==> config.mk <==
export PLATFORM = sky130hd
export DESIGN_NAME = seq_access_server
export DESIGN_NICKNAME = d
export VERILOG_FILES = /design/src/rtl/seq_srv_pkg.sv /design/src/rtl/seq_store.sv /design/src/rtl/seq_ctrl.sv /design/src/rtl/seq_resp.sv /design/src/rtl/seq_access_server.sv
export SDC_FILE = /design/constraint.sdc
export NUM_CORES = 1
export LEC_CHECK = 0
export ABC_AREA = 1
export CAP_MARGIN = 20
export CORE_UTILIZATION = 45
export CTS_BUF_LIST = sky130_fd_sc_hd__clkbuf_16
export CTS_CLUSTER_DIAMETER = 100
export DETAILED_ROUTE_END_ITERATION = 12
export DONT_BUFFER_PORTS = 1
export HOLD_SLACK_MARGIN = 0.06
export PLACE_DENSITY_LB_ADDON = 0.15
export SYNTH_ARGS = -nofsm -noshare
export SYNTH_HDL_FRONTEND = slang
export SYNTH_SLANG_ARGS = --single-unit
==> constraint.sdc <==
create_clock -name clk -period 5.5 [get_ports clk]
set_input_delay 0.825 -clock clk [delete_from_list [all_inputs] [get_ports clk]]
set_output_delay 0.825 -clock clk [all_outputs]
set_load 0.02 [all_outputs]
==> src/rtl/seq_srv_pkg.sv <==
package seq_srv_pkg;
  typedef enum logic [1:0] {
    ST_LOAD     = 2'd0,
    ST_ANNOUNCE = 2'd1,
    ST_SERVE    = 2'd2,
    ST_RESP     = 2'd3
  } srv_state_t;
endpackage

==> src/rtl/seq_store.sv <==
module seq_store #(
  parameter int ELEM_W = 8,
  parameter int IDX_W  = 5,
  parameter int DEPTH  = 16
) (
  input  logic              clk,
  input  logic              rst_n,
  input  logic              clear,
  input  logic              wr_en,
  input  logic [ELEM_W-1:0] wr_data,
  input  logic [IDX_W-1:0]  rd_idx,
  output logic [IDX_W-1:0]  count,
  output logic [ELEM_W-1:0] rd_data,
  output logic              in_range
);
  localparam int ADDR_W = (DEPTH > 1) ? $clog2(DEPTH) : 1;
  localparam logic [IDX_W-1:0] FULL_CNT = IDX_W'(DEPTH);

  logic [ELEM_W-1:0] mem [DEPTH];
  logic [IDX_W-1:0]  cnt;
  logic              full;

  assign full = (cnt == FULL_CNT);

  // one write-enabled register per entry
  for (genvar g = 0; g < DEPTH; g++) begin : g_entry
    always_ff @(posedge clk) begin
      if (wr_en && !full && (cnt == IDX_W'(g)))
        mem[g] <= wr_data;
    end
  end

  always_ff @(posedge clk) begin
    if (!rst_n || clear)
      cnt <= '0;
    else if (wr_en && !full)
      cnt <= cnt + 1'b1;
  end

  assign count    = cnt;
  assign in_range = (rd_idx < cnt);
  assign rd_data  = mem[rd_idx[ADDR_W-1:0]];
endmodule

==> src/rtl/seq_ctrl.sv <==
module seq_ctrl
  import seq_srv_pkg::*;
(
  input  logic clk,
  input  logic rst_n,
  input  logic ld_valid,
  input  logic ld_last,
  input  logic len_ready,
  input  logic req_valid,
  input  logic req_last,
  input  logic rsp_ready,
  output logic ld_ready,
  output logic len_valid,
  output logic req_ready,
  output logic rsp_valid,
  output logic wr_en,
  output logic req_fire,
  output logic seq_done
);
  srv_state_t state;
  logic       last_q;

  always_ff @(posedge clk) begin
    if (!rst_n) begin
      state  <= ST_LOAD;
      last_q <= 1'b0;
    end else begin
      case (state)
        ST_LOAD:     if (ld_valid && ld_last) state <= ST_ANNOUNCE;
        ST_ANNOUNCE: if (len_ready) state <= ST_SERVE;
        ST_SERVE: begin
          if (req_valid) begin
            state  <= ST_RESP;
            last_q <= req_last;
          end
        end
        ST_RESP:     if (rsp_ready) state <= last_q ? ST_LOAD : ST_SERVE;
        default:     state <= ST_LOAD;
      endcase
    end
  end

  assign ld_ready  = (state == ST_LOAD);
  assign len_valid = (state == ST_ANNOUNCE);
  assign req_ready = (state == ST_SERVE);
  assign rsp_valid = (state == ST_RESP);
  assign wr_en     = ld_valid && ld_ready;
  assign req_fire  = req_valid && req_ready;
  assign seq_done  = rsp_valid && rsp_ready && last_q;
endmodule

==> src/rtl/seq_resp.sv <==
module seq_resp #(
  parameter int ELEM_W = 8
) (
  input  logic              clk,
  input  logic              rst_n,
  input  logic              capture,
  input  logic              in_range,
  input  logic [ELEM_W-1:0] rd_data,
  output logic [ELEM_W-1:0] rsp_data,
  output logic              rsp_err
);
  always_ff @(posedge clk) begin
    if (!rst_n) begin
      rsp_data <= '0;
      rsp_err  <= 1'b0;
    end else if (capture) begin
      rsp_data <= in_range ? rd_data : '0;
      rsp_err  <= !in_range;
    end
  end
endmodule

==> src/rtl/seq_access_server.sv <==
module seq_access_server #(
  parameter int ELEM_W = 8,
  parameter int IDX_W  = 5,
  parameter int DEPTH  = 16
) (
  input  logic              clk,
  input  logic              rst_n,
  input  logic              ld_valid,
  output logic              ld_ready,
  input  logic [ELEM_W-1:0] ld_data,
  input  logic              ld_last,
  output logic              len_valid,
  input  logic              len_ready,
  output logic [IDX_W-1:0]  len_data,
  input  logic              req_valid,
  output logic              req_ready,
  input  logic [IDX_W-1:0]  req_index,
  input  logic              req_last,
  output logic              rsp_valid,
  input  logic              rsp_ready,
  output logic [ELEM_W-1:0] rsp_data,
  output logic              rsp_err
);
  logic              wr_en;
  logic              req_fire;
  logic              seq_done;
  logic              in_range;
  logic [ELEM_W-1:0] rd_data;

  seq_ctrl u_ctrl (
    .clk       (clk),
    .rst_n     (rst_n),
    .ld_valid  (ld_valid),
    .ld_last   (ld_last),
    .len_ready (len_ready),
    .req_valid (req_valid),
    .req_last  (req_last),
    .rsp_ready (rsp_ready),
    .ld_ready  (ld_ready),
    .len_valid (len_valid),
    .req_ready (req_ready),
    .rsp_valid (rsp_valid),
    .wr_en     (wr_en),
    .req_fire  (req_fire),
    .seq_done  (seq_done)
  );

  seq_store #(.ELEM_W(ELEM_W), .IDX_W(IDX_W), .DEPTH(DEPTH)) u_store (
    .clk      (clk),
    .rst_n    (rst_n),
    .clear    (seq_done),
    .wr_en    (wr_en),
    .wr_data  (ld_data),
    .rd_idx   (req_index),
    .count    (len_data),
    .rd_data  (rd_data),
    .in_range (in_range)
  );

  seq_resp #(.ELEM_W(ELEM_W)) u_resp (
    .clk      (clk),
    .rst_n    (rst_n),
    .capture  (req_fire),
    .in_range (in_range),
    .rd_data  (rd_data),
    .rsp_data (rsp_data),
    .rsp_err  (rsp_err)
  );
endmodule

# Yosys cells after proc, flatten, opt, wreduce, memory -nomap -nowiden
# Memory sizes are Yosys's and may differ from the RTL's.
# Index checks and enable logic that the tools add are counted.
# op_classes
muxes	84
n_eq_ne	23
magnitude_cmp	1
n_reduce_logical	45
n_addsub	1
# ops
op	count
$mux W8	16
$reduce_or A8 Y1	15
$mux W4	15
$mux W1	47
$eq A5 B4 Y1 const B	8
$logic_and A1 B1 Y1	22
$eq A5 B3 Y1 const B	4
$eq A5 B2 Y1 const B	2
$mux W2	5
$pmux W2 S4	1
$ne A2 B2 Y1 const B	3
$add A5 B1 Y5 const B	1
$eq A5 B1 Y1 const B	1
$eq A5 B5 Y1 const B	1
$logic_not A5 Y1	1
$lt A5 B5 Y1	1
$eq A2 B2 Y1 const B	2
$reduce_and A4 Y1	1
$logic_not A1 Y1	3
$eq A2 B1 Y1 const B	1
$logic_not A2 Y1	1
$ne A2 B1 Y1 const B	1
$reduce_and A2 Y1	1
$logic_or A1 B1 Y1	1
# word_totals
elab_cells	160
inputBits	21
ramBits	128
output_inout_bits	18
reg_bits	17
mem_count	1
# memory_table
memory	depth	width	rd	rd_ports_with_merged_regs	write_ports	line	source
u_store.mem	16	8	1	0	1	seq_store.sv:19	logic [ELEM_W-1:0] mem [DEPTH];

# Longest topological paths before layout
# Gate-level depths: netlist of run 1.
# logic_depth
depth_word	22
depth_mapped	9
mapped_depth_nobuf	7

# Modules after synthesis
# From an unflattened synthesis of run 1, not the netlist that was laid out.
# hier_totals
cells_unflattened	678
area_unflattened_um2	6595.1
# modules_own_cells
module	instances	seq_area_each_um2	area_each_um2	cells_per_inst
seq_store	1	3943.8	6029.5	600
seq_resp	1	180.2	325.3	41
seq_ctrl	1	60.1	240.2	37

# Worst setup path after synthesis of run 1
# OpenSTA, ideal clock, no wires.
# synth_path
kind	register to register
start	register u_store.cnt[0], in the netlist u_store.count[0]
end	memory u_store.mem[12][0] (enable)
t_required_ns	5.130
arrival_ns	1.718
n_path_buf	0
slack_ns	3.412
period_less_slack_ns	2.088
stages_incl_launch_ff	8
setup_ns	0.370
path_cell_list	dfxtp_1 inv_1 ha_1 nand3_1 nand3_2 inv_2 nand3_1 nor2_1
# synth_between
elab_chain_len	22
word_cells_on_any_way	112
cone_classes	eq/ne: 16; mux: 62; reduce/logical: 34
# synth_lines
element	line	source
start: declaration	seq_store.sv:20	logic [IDX_W-1:0] cnt;
start signal: assignment	seq_store.sv:37	cnt <= cnt + 1'b1;
$eq A5 B5 Y1	seq_store.sv:23	assign full = (cnt == FULL_CNT);
$logic_not A1 Y1	seq_store.sv:28	if (wr_en && !full && (cnt == IDX_W'(g)))
$logic_and A1 B1 Y1 (2 in series)	seq_store.sv:28	
$mux W1	seq_store.sv:28	
$mux W1 (not written as such)	seq_store.sv:29	mem[g] <= wr_data;
$reduce_or A8 Y1 (no line)	--	
$mux W4 (no line) / $mux W1 (equally long branches) (15 in series)	--	
end: declaration	seq_store.sv:19	
# Parallel ways exist; a longest one is shown, timed or not.

# Worst setup path after layout of run 1
# layout_path
start	register u_store.cnt[0], in the netlist u_store.count[0]
end	memory u_store.mem[1][5] (enable)
# Same word-level chain as after synthesis.

==> reports/summary.md, run 1 <==
The number of flops mapped to enable cells by yosys was 128; the remaining antenna violation count was 0. After routing, the total negative slack on setup checks comes to 0 ns. Net count after synthesis: 562. The tools report the element type at the critical path end as a flip-flop.

Final wirelength: 14600 um. The run gives 0 as the number of buffers inserted to repair setup after CTS. The number of hold violations in the final report is 0. In this run, post-CTS hold repair placed 0 buffers.

In the synthesized netlist the dominant register cell turns out to be edfxtp_1. TritonCTS built the clock tree. For the maximum number of pins on one net before global-route repair, the log shows 66. The routed wirelength normalized by instance count came out at 20.6 um. The slack of the worst reg-to-reg path was 2.95 ns. By area the synthesized netlist is led by edfxtp_1 (64%), nand3_1 (11%), nand2_1 (9.1%), dfxtp_1 (5.6%), ha_1 (1.9%). The worst setup slack after layout is 2.95 ns. Per report_power, the sequential group accounts for 47.8% of the total. The finished cells cover 6740 um2. In this run the power density over the cells is 384 nW/um2.

The height of the chip came out at 118 um. After detailed routing, the number of remaining DRC violations is 0. Of the available clock period, the critical path in the final layout requires 46.4%. The tools report the count of yosys warnings during synthesis as 0.

For this design the total switching power over the nets is 0.540 mW. The tools report the relative contribution of the clock network to total power as 47.2%. The startpoint of the worst-slack reg-to-reg timing path was u_store.count[0]. After synthesis the cells add up to 6040 um2. The endpoint arrival time on the critical path was 2.61 ns. The detailed router used layers up to and including met4.

The initial antenna violation count is 0, and the number of port buffers is 0. The number of antenna diodes in the final layout is 0. Global routing finished with a remaining overflow of 0. Cells with a size suffix above 1 make up 7.82% of the layout.

Clock-pin slew was measured on the worst setup and hold paths at 0.06 ns. Row generation in the floorplan step produced 41 rows. The maximum fanout count along the critical path was 8.

For this run, the post-layout net count is 555. The flow ran to the end, and the final reports show no timing, DRC or antenna violations. Setup violations remaining at the end of the flow were counted as 0.

The root buffer cell chosen for the clock tree is clkbuf_16. Tracing the worst setup path back leads to its startpoint at u_store.count[0]. The final-layout fill cell count was 1132.

The pre-antenna-repair detailed-routing pass consisted of 6 iterations. Delay of the slowest cell on the worst path: 0.60 ns. At the end of routability-driven placement, the weighted congestion stood at 0.786. Biggest area consumer among synthesized cells: edfxtp_1. The tools report the final max-slew violation count as 0. After detailed routing, the met2 layer carries 6580 um of wire. Transition at the pin with the smallest max-transition slack: 0.748 ns. Critical path launch point type: a flip-flop. The depth of the worst hold-timing path was 2; the worst setup timing slack at the placement stage was 2.93 ns. Using the TritonRoute via totals, the vias-per-cell ratio works out to 5.52. For the leakage dissipation, the log shows 2.37 nW. 39 I/O pins were placed. The run gives 12800 um2 as the area inside the core boundary. The total global routing track utilization was 22.6%; the global-route wire length before repair was 22500 um. In the final layout, flip-flops and latches occupy 4180 um2. The internal power of the cells totals 2.05 mW. The number of buffers created by CTS came out at 17. Detailed routing placed a total of 1280 um of wire on met3. For the count of unique library cells instantiated by Yosys, the log shows 26. The length of routed wiring on met1 is 6550 um. Across the run, the number of max-cap violations was 0. The floorplan step defined a die boundary enclosing 13900 um2.

Most frequent standard cell in the layout excluding fill and tap cells: nand2_1. The endpoint identified for the worst register-to-register timing path is u_store.mem[1][5]. Sequential elements use 69.3% of the synthesized area. In the layout the commonest cells are nand2_1 (146), nand3_1 (128), edfxtp_1 (128), nor2_1 (20), inv_1 (19). The logs give 5.55 ns for the worst path required time and 49.9% for the worst slew margin relative to its limit. The post-synthesis async set-or-reset flop share came out at 0%. After detailed placement, the total cell area comes to 6100 um2. The count of vias placed by the detailed router was 3912. The logs give 238 uV for the peak supply drop and 0.43 ns for the source-to-sink clock delay at the later pin of the worst-skew pair. The detailed router finished its first iteration with 546 violations.

For this design, the slowest cell found on the critical path is nor2_1. In this run the worst setup path terminates at u_store.mem[1][5]. The H-tree generated during clock tree synthesis spans 4 levels. The worst register-to-register path has a depth of 7.

Initial core utilization: 47.1%. The run gives 1620 um2 as the multi-input combinational cell area. Timing would allow up to 392 MHz.

Compared with the post-synthesis result, the final layout area differs by 11.7%. Walking the worst path, the cells encountered are inv_1, ha_1, nand3_1, nand3_2, inv_2, nand2_1, nor2_1. In this run, post-CTS repair resized a total of 0 instances. The via count of the first global-routing pass is 3842. The final critical delay including setup and external delays was 2.55 ns; the HPWL reported at the end of detailed placement was 9400 um. The run gives 2 as the maximum buffer depth of the clock tree.

The average instance in the mapped netlist occupies 11.3 um2. Setup repair after global routing left no endpoint under its margin. The clock arrives with 0.00867 ns of skew. In this run switching power makes up 20.9% of total power.

The die is 118 um wide. The class of the tightest hold or removal check was reg2reg. Of the post-synthesis cell area, the dominant cell type holds 63.7%. The critical path in this run is classified as reg2reg. After synthesis the netlist holds a flip-flop and latch count of 145. Sink count of the clock tree: 145.

The cell count after synthesis came out at 532. Per report_power, the combinational group accounts for 5.0% of the total.
-- Yosys cell counts, types with 2 or more instances --
master	instances
buf_4	8
nor3_2	3
a211oi_1	2
clkbuf_1	5
edfxtp_1	128
ha_1	9
dfxtp_1	17
inv_2	3
nand2_1	146
a21oi_1	15
inv_1	18
buf_2	12
nand3_2	3
o21ai_1	4
nor2_2	2
nand3_1	128
nor2_1	20
-- cell families after synthesis --
logic type / Yosys count / synth area share (%)
compound gates: 25 / 2.30
fa+ha+maj: 9 / 1.87
buf+inv: 48 / 3.86
flops: 145 / 69.3
simple gates: 305 / 22.7
-- registers in the layout (all words and copies together) (netlist names) --
| register | count |
|---|---|
| u_resp.rsp_err | 1 |
| u_store.count | 5 |
| u_store.mem | 128 |
| u_ctrl.state | 2 |
| u_resp.rsp_data | 8 |
| u_ctrl.last_q | 1 |
-- metal layers --
metal  vias up  GRT usage [%]
li1       1854              -
met1      1889           30.8
met2       149           32.9
met3        20           9.06
met4         0           7.29
met5         -              0
-- final cells by class --
type | count | area share (%)
Sequential cell | 145 | 62.1
Multi-Input combinational cell | 339 | 24.0
Timing Repair Buffer | 1 | 0.297
Inverter | 21 | 1.17
Tap cell | 172 | 3.19
Clock inverter | 14 | 2.91
Clock buffer | 17 | 6.31
-- worst max-delay path: cells and delay by family (launching register included) --
kind | cells | cell delay [ns]
buffers and inverters | 2 | 0.33
and+or+nand+nor | 4 | 1.03
DFF | 1 | 0.56
adders and majority gates | 1 | 0.24
-- through the flow --
step	utilization (%)	cells	hold slack [ns]	power, mW
floorplan	-	532	0.445	1.36
CTS	52.4	708	0.475	2.60
global placement	47.5	677	0.467	1.38
detailed placement	47.5	677	0.476	1.39
finish	52.5	709	0.487	2.59
global route	52.5	709	0.464	2.66
-- power by group through the flow --
stage	logic [mW]	clock network, mW	registers, mW
6_report	0.130	1.22	1.24
5_1_grt	0.145	1.28	1.24
4_1_cts	0.128	1.23	1.24
3_5_place_dp	0.127	0	1.26
3_3_place_gp	0.126	0	1.26
2_1_floorplan	0.108	0	1.25
-- how the worst min path moves through the flow --
| stage | startpoint | endpoint | slack (ns) |
|---|---|---|---|
| 4_1_cts | ld_data[2] | u_store.mem[9][2] | 0.48 |
| 6_report | u_ctrl.last_q | u_ctrl.last_q | 0.49 |
| 3_3_place_gp | u_ctrl.last_q | u_ctrl.last_q | 0.47 |
| 3_5_place_dp | u_ctrl.last_q | u_ctrl.last_q | 0.48 |
| 5_1_grt | ld_data[2] | u_store.mem[9][2] | 0.46 |
| 2_1_floorplan | u_ctrl.last_q | u_ctrl.last_q | 0.45 |
No activity file was read; power rests on OpenSTA's default activity.
==> run 2, diff against run 1 <==
==> constraint.sdc (replaced) <==
create_clock -name clk -period 2.5 [get_ports clk]
set_input_delay 0.375 -clock clk [delete_from_list [all_inputs] [get_ports clk]]
set_output_delay 0.375 -clock clk [all_outputs]
set_load 0.02 [all_outputs]
==> reports/summary.md, run 2 (synthesized netlist as in run 1, its figures left out) <==
The flow ran to the end, and the final reports show no timing, DRC or antenna violations. The run gives 6910 um2 (was 6740 um2) as the final cell area excluding filler cells. For the final estimated routing congestion in global placement, the log shows 0.844 (was 0.786). The transition at the pin with the smallest max-transition slack came out at 0.779 ns (was 0.748 ns).

The tools report the final wirelength as 14600 um (about the same). The sink count of the clock tree was 145 (unchanged). The power density of the placed cells was 804 nW/um2 (was 384 nW/um2); the internal power component was 4.32 mW (was 2.05 mW). The maximum fanout count along the critical path was 8 (unchanged); the number of port buffers was 0 (unchanged).

The run gives 0 (unchanged) as the remaining antenna violation count. Element type at the critical path end: a flip-flop (unchanged). The slack of the worst reg-to-reg path was 0.41 ns (was 2.95 ns).

The horizontal die dimension works out to 118 um (unchanged). Final worst-path cycle share: 83.6% (was 46.4%). The most frequent standard cell in the layout excluding fill and tap cells is nand2_1 (unchanged). The total global routing track utilization was 22.6% (about the same). The relative contribution of combinational cells to total power was 6.4% (was 5.0%); the proportion of total power due to net switching was 22.2% (was 20.9%). The logs give 0 (unchanged) for the number of hold violations in the final report and 22700 um (was 22500 um) for the global-route wire length before repair.

The logs give 45.0% (was 47.2%) for the relative contribution of the clock network to total power and 0 (unchanged) for the initial antenna violation count. The run gives 6250 um2 (was 6100 um2) as the cell area reported after detailed placement. Setup repair after global routing left no endpoint under its margin. The leakage dissipation is 2.49 nW (was 2.37 nW), and the final critical delay including setup and external delays is 2.09 ns (was 2.55 ns).

The tools report the number of diodes added for antenna fixing as 0 (unchanged). The number of buffers created by CTS was 17 (unchanged). The CTS clock-pin slew for the worst setup and hold paths is 0.06 ns (about the same). For the standard-cell row count, the log shows 41 (unchanged). TritonCTS built the clock tree.

The critical path launch point type is a flip-flop (unchanged). The tools report the startpoint of the worst-slack reg-to-reg timing path as u_ctrl.state[1] (was u_store.count[0]). The total negative slack for setup checks was 0 ns (unchanged). The number of remaining DRC errors is 0 (unchanged), and the initial core utilization is 47.1% (unchanged). The worst flop-to-flop path endpoint was u_store.mem[7][6] (was u_store.mem[1][5]). The tools report the number of nets in the layout as 583 (was 555).

The total overflow reported by the global router came out at 0 (unchanged). The critical path startpoint was u_ctrl.state[1] (was u_store.count[0]). I/O pin count: 39 (unchanged). The run gives 0.00615 ns (was 0.00867 ns) as the setup skew after layout. The tools report the full die area as 13900 um2 (unchanged). The sequential share of power is 48.7% (was 47.8%), and the peak supply drop is 598 uV (was 238 uV).

Commonest non-fill, non-tap cells in the layout: nand2_1 (146), nand3_1 (128), edfxtp_1 (128), inv_1 (21), buf_4 (21) (was nand2_1 (146), nand3_1 (128), edfxtp_1 (128), nor2_1 (20), inv_1 (19)). The maximum number of pins on one net before global-route repair was 66 (unchanged); the area inside the core boundary was 12800 um2 (unchanged). Number of flip-flops under the largest register name: 128 (unchanged). For the number of violations of the max-capacitance limit, the log shows 0 (unchanged). The tools report the maximum buffer depth of the clock tree as 2 (unchanged). Count of vias placed by the detailed router: 3995 (was 3912). The run gives 1.23 mW (was 0.540 mW) as the total net switching power. The register with the highest flop count is u_store.mem (unchanged). The height of the chip came out at 118 um (unchanged).

For the worst slew margin relative to its limit, the log shows 47.9% (was 49.9%). The share of final-layout standard cells stronger than drive strength 1 is 10.8% (was 7.82%). The run gives 0 (unchanged) as the final setup violation count.

The logs give 2.56 ns (was 5.55 ns) for the worst path required time and 6 (unchanged) for the total iterations of the first detailed-routing run. The clock root buffer is clkbuf_16 (unchanged). The number of violations reported at the end of detailed-routing iteration 0 is 407 (was 546), and the source-to-sink clock delay at the later pin of the worst-skew pair is 0.43 ns (about the same). The end point of the critical path is u_store.mem[7][6] (was u_store.mem[1][5]).

The run gives 3866 (was 3842) as the via count of the first global-routing pass. The number of vias per cell after detailed routing is 5.41 (was 5.52), and the fmax is 479 MHz (was 392 MHz). The HPWL reported at the end of detailed placement is 9130 um (was 9400 um).

Area added between synthesis and finish: 14.5% (was 11.7%). Class of the tightest hold or removal check: in2reg (was reg2reg). The start-to-end type of the worst setup path is reg2reg (unchanged). The cell count of the worst reg-to-reg path was 5 (was 7); the count of H-tree levels built during CTS was 4 (unchanged). The final max-slew violation count is 0 (unchanged), and the routed wirelength normalized by instance count is 19.8 um (was 20.6 um). The endpoint arrival time on the critical path is 2.15 ns (was 2.61 ns).
## run 2: cell count changes in the layout (fill, tap and decap cells not counted)
cell,previous run,this run
buf_4,0,21
buf_12,1,0
dlygate4sd3_1,0,8
bufinv_16,5,3
clkinv_4,0,1
inv_1,19,21
## run 2: worst min-delay path by stage
| stage | from | slack (ns) | cells after the start | endpoint |
|---|---|---|---|---|
| floorplan | u_ctrl.last_q | 0.45 | 2 | u_ctrl.last_q |
| global placement | u_ctrl.last_q | 0.46 | 2 | u_ctrl.last_q |
| detailed placement | u_ctrl.last_q | 0.47 | 2 | u_ctrl.last_q |
| CTS | req_valid | 0.11 | 2 | u_ctrl.last_q |
| global route | req_valid | 0.12 | 2 | u_ctrl.last_q |
| finish | req_valid | 0.12 | 2 | u_ctrl.last_q |
## run 2: final cells by class
cell class | instances | area [um2]
sequential | 145 | 4180
timing repair buffer | 29 | 238
tap | 172 | 215
clock inverter | 15 | 153
fill | 1117 | 5910
clock buffer | 17 | 425
inverter | 21 | 78.8
multi-input combinational | 339 | 1620
## run 2: critical path, cell delays in order, from the launching register on
cell and delay [ns]:
dfxtp_1 0.37, nor2_2 0.32, nand3_2 0.22, inv_2 0.19, nand3_2 0.12, nor3_2 0.50
## run 2: repair_timing
action	in CTS	in global routing
hold buffers	8	0
endpoints found under the hold margin	128	0
setup buffers	0	0
resized for setup	0	0
## run 2: power by group through the flow
| stage | Combinational, mW | Sequential (mW) | Clock [mW] |
|---|---|---|---|
| 2_1_floorplan | 0.238 | 2.76 | 0 |
| 3_3_place_gp | 0.304 | 2.75 | 0 |
| 3_5_place_dp | 0.307 | 2.75 | 0 |
| 4_1_cts | 0.356 | 2.70 | 2.54 |
| 5_1_grt | 0.394 | 2.71 | 2.64 |
| 6_report | 0.354 | 2.70 | 2.50 |
## run 2: stage by stage
step | power, mW | hold slack, ns | util (%) | setup slack (ns) | cells
after floorplan | 3.00 | 0.445 | - | 0.412 | 532
after global routing | 5.74 | 0.123 | 53.9 | 0.239 | 738
final | 5.56 | 0.120 | 53.9 | 0.411 | 738
after CTS | 5.60 | 0.106 | 53.9 | 0.403 | 738
after detailed placement | 3.06 | 0.468 | 48.8 | 0.411 | 698
after global placement | 3.06 | 0.457 | 48.8 | 0.485 | 698
## run 2: layer usage
layer / up-vias / global-route usage, % / wire, um
met5: - / 0 / 0
met2: 170 / 33.5 / 6670
met4: 0 / 7.21 / 192
met1: 1898 / 31.2 / 6470
li1: 1909 / - / -
met3: 18 / 7.85 / 1260
